File: src/rtl/tpq_pkg.sv
package tpq_pkg;

    // Number of hardware threads sharing the queue; the structure is built for two.
    localparam int unsigned TPQ_THREADS = 2;

    typedef logic [TPQ_THREADS-1:0] thr_vec_t;

    // Round-robin choice between two requesters.
    // last_won names the thread granted most recently (1 = thread 1).
    function automatic thr_vec_t tpq_rr_pick(input thr_vec_t req, input logic last_won);
        thr_vec_t g;
        g = '0;
        case (req)
            2'b01:   g = 2'b01;
            2'b10:   g = 2'b10;
            2'b11:   g = last_won ? 2'b01 : 2'b10;
            default: g = '0;
        endcase
        return g;
    endfunction

endpackage

File: src/rtl/tpq_lane.sv
// One thread's private half: a ring buffer with its own head, tail and count.
module tpq_lane #(
    parameter int unsigned SLOTS  = 2,
    parameter int unsigned DATA_W = 8
) (
    input  logic              clk,
    input  logic              rst_n,
    input  logic              push,
    input  logic [DATA_W-1:0] push_data,
    input  logic              pop,
    output logic [DATA_W-1:0] head_data,
    output logic              nonempty,
    output logic              is_full,
    output logic              ovf
);

    localparam int unsigned IDX_W = (SLOTS > 1) ? $clog2(SLOTS) : 1;
    localparam int unsigned CNT_W = $clog2(SLOTS + 1);

    typedef struct packed {
        logic [SLOTS-1:0][DATA_W-1:0] mem;
        logic [IDX_W-1:0]             head;
        logic [IDX_W-1:0]             tail;
        logic [CNT_W-1:0]             cnt;
        logic                         ovf;
    } lane_st_t;

    lane_st_t s_q, s_d;
    logic     take;

    function automatic logic [IDX_W-1:0] bump(input logic [IDX_W-1:0] idx);
        return (idx == IDX_W'(SLOTS - 1)) ? '0 : idx + 1'b1;
    endfunction

    assign is_full   = (s_q.cnt == CNT_W'(SLOTS));
    assign nonempty  = (s_q.cnt != '0);
    assign head_data = s_q.mem[s_q.head];
    assign ovf       = s_q.ovf;

    // A full half still takes a write when its head leaves in the same cycle.
    assign take = push && (!is_full || pop);

    always_comb begin
        s_d = s_q;
        if (pop) begin
            s_d.head = bump(s_q.head);
        end
        if (take) begin
            s_d.mem[s_q.tail] = push_data;
            s_d.tail          = bump(s_q.tail);
        end
        case ({take, pop})
            2'b10:   s_d.cnt = s_q.cnt + CNT_W'(1);
            2'b01:   s_d.cnt = s_q.cnt - CNT_W'(1);
            default: s_d.cnt = s_q.cnt;
        endcase
        s_d.ovf = push && !take;
    end

    always_ff @(posedge clk) begin
        if (!rst_n) begin
            s_q <= '0;
        end else begin
            s_q <= s_d;
        end
    end

    AST_CNT_BOUND: assert property (@(posedge clk) disable iff (!rst_n)
        s_q.cnt <= CNT_W'(SLOTS));

    AST_FULL_DROP: assert property (@(posedge clk) disable iff (!rst_n)
        (push && is_full && !pop) |=> (ovf && $stable(s_q.cnt)));

    AST_SWAP_ON_FULL: assert property (@(posedge clk) disable iff (!rst_n)
        (push && pop && is_full) |=> (is_full && !ovf));

    AST_POP_HAS_DATA: assert property (@(posedge clk) disable iff (!rst_n)
        pop |-> nonempty);

endmodule

File: src/rtl/tpq_arb.sv
// Two-way round-robin read arbiter.
module tpq_arb
    import tpq_pkg::*;
(
    input  logic     clk,
    input  logic     rst_n,
    input  thr_vec_t elig,
    output thr_vec_t grant
);

    typedef struct packed {
        logic last_won;
    } arb_st_t;

    arb_st_t s_q, s_d;

    always_comb begin
        s_d   = s_q;
        grant = tpq_rr_pick(elig, s_q.last_won);
        if (grant != '0) begin
            s_d.last_won = grant[1];
        end
    end

    // Reset state says thread 1 won last, so thread 0 takes the first tie.
    always_ff @(posedge clk) begin
        if (!rst_n) begin
            s_q <= '{last_won: 1'b1};
        end else begin
            s_q <= s_d;
        end
    end

    AST_GRANT_ONEHOT: assert property (@(posedge clk) disable iff (!rst_n)
        $onehot0(grant));

    AST_GRANT_ELIGIBLE: assert property (@(posedge clk) disable iff (!rst_n)
        (grant & ~elig) == '0);

    AST_TIE_ALTERNATES: assert property (@(posedge clk) disable iff (!rst_n)
        (elig == 2'b11) |=> (elig != 2'b11 || grant != $past(grant)));

    AST_SOLE_WINNER: assert property (@(posedge clk) disable iff (!rst_n)
        $onehot(elig) |-> (grant == elig));

endmodule

File: src/rtl/tpq_partitioned_queue.sv
module tpq_partitioned_queue
    import tpq_pkg::*;
#(
    parameter int unsigned DEPTH  = 4,
    parameter int unsigned DATA_W = 8
) (
    input  logic              clk,
    input  logic              rst_n,
    input  logic              wr_valid,
    input  logic              wr_tid,
    input  logic [DATA_W-1:0] wr_data,
    input  logic [1:0]        rd_ready,
    output logic [1:0]        full,
    output logic [1:0]        ovf_err,
    output logic              rd_valid,
    output logic              rd_tid,
    output logic [DATA_W-1:0] rd_data
);

    localparam int unsigned HALF = DEPTH / 2;

    thr_vec_t          push_v;
    thr_vec_t          nonempty_v;
    thr_vec_t          elig_v;
    thr_vec_t          grant_v;
    logic [DATA_W-1:0] head_data [TPQ_THREADS];

    for (genvar t = 0; t < TPQ_THREADS; t++) begin : g_lane
        assign push_v[t] = wr_valid && (wr_tid == 1'(t));

        tpq_lane #(
            .SLOTS  (HALF),
            .DATA_W (DATA_W)
        ) u_lane (
            .clk       (clk),
            .rst_n     (rst_n),
            .push      (push_v[t]),
            .push_data (wr_data),
            .pop       (grant_v[t]),
            .head_data (head_data[t]),
            .nonempty  (nonempty_v[t]),
            .is_full   (full[t]),
            .ovf       (ovf_err[t])
        );
    end

    assign elig_v = nonempty_v & rd_ready;

    tpq_arb u_arb (
        .clk   (clk),
        .rst_n (rst_n),
        .elig  (elig_v),
        .grant (grant_v)
    );

    assign rd_valid = |grant_v;
    assign rd_tid   = grant_v[1];

    always_comb begin
        rd_data = '0;
        for (int t = 0; t < TPQ_THREADS; t++) begin
            if (grant_v[t]) begin
                rd_data = head_data[t];
            end
        end
    end

    AST_READ_VALID: assert property (@(posedge clk) disable iff (!rst_n)
        rd_valid == |(nonempty_v & rd_ready));

    AST_OVF_ONLY_FULL: assert property (@(posedge clk) disable iff (!rst_n)
        (ovf_err != '0) |-> ($past(wr_valid) && $past(full[wr_tid]) == 1'b1));

endmodule

File: config.mk
export PLATFORM = sky130hd
export DESIGN_NAME = tpq_partitioned_queue
export DESIGN_NICKNAME = d
export VERILOG_FILES = /design/src/rtl/tpq_pkg.sv /design/src/rtl/tpq_lane.sv /design/src/rtl/tpq_arb.sv /design/src/rtl/tpq_partitioned_queue.sv
export SDC_FILE = /design/constraint.sdc
export NUM_CORES = 1
export LEC_CHECK = 0
export ABC_CLOCK_PERIOD_IN_PS = 1600
export BUFFER_PORTS_ARGS = -buffer_cell sky130_fd_sc_hd__buf_2
export CELL_PAD_IN_SITES_DETAIL_PLACEMENT = 0
export CELL_PAD_IN_SITES_GLOBAL_PLACEMENT = 2
export CORE_AREA = 2 2 77 79
export CTS_BUF_LIST = sky130_fd_sc_hd__clkbuf_2
export DETAILED_ROUTE_END_ITERATION = 7
export DIE_AREA = 0 0 79 81
export PLACE_DENSITY_LB_ADDON = 0.1
export REMOVE_ABC_BUFFERS = 1
export SLEW_MARGIN = 25
export SYNTH_ARGS = -nofsm -noshare
export SYNTH_HDL_FRONTEND = slang
export SYNTH_SLANG_ARGS = --single-unit
File: constraint.sdc
create_clock -name clk -period 1.6 [get_ports clk]
set_input_delay 0.24 -clock clk [delete_from_list [all_inputs] [get_ports clk]]
set_output_delay 0.24 -clock clk [all_outputs]
set_load 0.005 [all_outputs]
==> flow_metrics.tcl <==
set metrics [dict create \
    synthTopCellsByArea "dfxtp_1, mux2i_1, nand2_1, o22ai_1, buf_6" \
    final_util 0.4482 \
    finalClockSkew_ns 0.01113 \
    die_area_sq_um 6399 \
    firstDrtPassIters 4 \
    fp.dieH_um 81 \
    yosysTopAreaCell "dfxtp_1" \
    hp-class "in2reg" \
    antenna_found_initial 0 \
    yosysSeqAreaShare 0.4255 \
    core.rowCount 28 \
    finalWorstSetupSlack_ns -0.2648 \
    synth_area_sq_um 2023 \
    ys_warn_count 0 \
    wire_per_inst_um 14.70 \
    clockBufferDepth 2 \
    crit_path_end_kind "output pin" \
    dieWidth_um 79 \
    power.leakage_nw 1.067 \
    synth_top_area_share 0.4255 \
    yosys.cell_types.count 38 \
    r2r_slack_ns 0.04 \
    grt_max_degree 28 \
    numPortBuffers 27 \
    overflow 0 \
    dpl_cell_area_sq_um 2361 \
    gp_congestion 0.8303 \
    synth_ff_type "dfxtp_1" \
    grt_pass1_vias 1668 \
    start_kind "flop" \
    ys_ff_latch 43 \
    clk-insertion-delay-late_ns 0.40 \
    status "finished with violations" \
    wl_um 4852 \
    drt.antenna.violating_nets 0 \
    core_area_sq_um 5675 \
    netlist_instances 209 \
    peakVddDrop_mv 0.3415 \
    worstPathArrival_ns 1.62 \
    period_share 1.166 \
    drt_iter0_drc 36 \
    syn_avg_cell_area_sq_um 9.680 \
    cp.required_ns 1.36 \
    numCtsBuffers 5 \
    antenna_cells 0 \
    synth_edf_count 0 \
    grt.total_usage 0.1686 \
    syn_to_final_growth_pct 25.73 \
    critical_path_class "reg2out" \
    nNetsFinal 269 \
    cts.clk_slew.worst_paths_ns 0.22 \
    grt_first_pass_wirelength_um 8190 \
    viasPerCell 4.921 \
    cp_max_fo 10 \
    cts_sinks 43 \
    h-tree-depth 2 \
    postSynth.asyncResetShare 0 \
    io_pins 28 \
    grt_setup_unrepaired "yes" \
    worst_pin_slew_ns 0.2816 \
    drc 0 \
    clockRootBuffer "clkbuf_2" \
    hpwl_um 3394 \
    timing.fmax_mhz 536.2 \
    maxCapViolations 0 \
    fillCellCount 600 \
    final_common_cell "mux2i_1" \
    slew_headroom 0.8123 \
    slew_violations 0 \
    fin_crit_ns 1.865 \
    vias 1624 \
    power_density_nw_per_um2 740.5 \
    finalHoldViolations 0 \
    drive_gt1_frac 0.3294 \
    setup_viol 10 \
    layout_common_cells "mux2i_1, nand2_1, dfxtp_1, buf_2, buf_4" \
    fin_area_sq_um 2544 \
    cts_tree "yes" \
    violations "negative setup slack" \
    start_util 0.3565 \
]
==> sequential cells by signal, indices dropped and copies added, names as in the netlist <==
| name | count |
|---|---|
| u_arb.s_q | 1 |
| g_lane.u_lane.ovf | 2 |
| g_lane.u_lane.s_q | 40 |
==> layout make-up <==
class                   instances  area [sq um]  area share
inverters                       2         7.507    0.002951
repair buffers                 55         405.4      0.1594
clock buffers                   5         25.02    0.009838
well taps                      75         93.84     0.03689
multi-input cells             148          1134      0.4456
flip-flops and latches         43         869.6      0.3419
clock inverters                 2         8.758    0.003443
==> through the flow <==
stage | instances | power [mW] | hold WS (ns) | TNS [ns] | worst slack (ns)
3_5_place_dp | 320 | 1.439 | 0.4538 | 0 | 0.04781
6_report | 330 | 1.884 | 0.1393 | -2.327 | -0.2648
3_3_place_gp | 320 | 1.432 | 0.4411 | 0 | 0.07085
4_1_cts | 330 | 1.909 | 0.1161 | -2.831 | -0.3149
2_1_floorplan | 193 | 1.301 | 0.3575 | -2.829 | -0.3181
5_1_grt | 330 | 1.998 | 0.09609 | -3.658 | -0.3848
==> worst paths after layout <==
| path | cells past startpoint | end | from |
|---|---|---|---|
| worst min-delay path | 3 | g_lane[1].u_lane.s_q[13]$_SDFFE_PN0P_ | wr_data[0] |
| worst max-delay path | 5 | rd_data[5] | g_lane[0].u_lane.s_q[1]$_SDFFE_PN0P_ |
| worst max register to register | 6 | g_lane[1].u_lane.s_q[19]$_SDFFE_PN0P_ | g_lane[0].u_lane.s_q[1]$_SDFFE_PN0P_ |
| worst min register to register | 2 | g_lane[1].u_lane.s_q[9]$_SDFFE_PN0P_ | g_lane[1].u_lane.s_q[9]$_SDFFE_PN0P_ |
==> where the power goes <==
part	switching, mW	leakage [nW]	internal, mW
Sequential	0.0257	0.351	1.11
Clock	0.341	0.0262	0.0927
Combinational	0.164	0.689	0.148
Total	0.531	1.07	1.35
==> worst max-delay path, cell delays in order, from the launching register on <==
cell	delay, ns
dfxtp_2	0.39
o211ai_4	0.19
or2b_1	0.28
buf_12	0.16
o22ai_2	0.08
buf_2	0.13
==> routing by layer <==
layer | vias to the layer above | global-route usage | share of wire
li1 | 823 | - | -
met1 | 772 | 0.1978 | 0.46
met2 | 25 | 0.3119 | 0.50
met3 | 4 | 0.03444 | 0.027
met4 | 0 | 0.04655 | 0.0085
met5 | - | 0 | 0
==> kinds of logic after synthesis <==
logic type	after synthesis	share of synthesized area
AOI/OAI and AO/OA	32	0.1163
DFF	43	0.4255
buffers and inverters	18	0.06123
and+or+nand+nor	65	0.1460
muxes	49	0.2424
xor gates and xnor gates	2	0.008660
==> timing repair <==
action                     in CTS  in global routing
pin swaps                       2                  1
setup buffers                   3                  0
gates resized for setup        23                  5
hold buffers                    0                  0
setup endpoints to repair      11                 27
==> Yosys cell counts (3+ instances only) <==
cell type   n
a21oi_1     6
buf_4       4
buf_6       3
dfxtp_1    43
mux2i_1    49
nand2_1    46
nor2_1      3
nor3_1      3
o211ai_1    3
o21a_1      3
o21ai_0     3
o22ai_1     8
No activity file was read; power rests on OpenSTA's default activity.
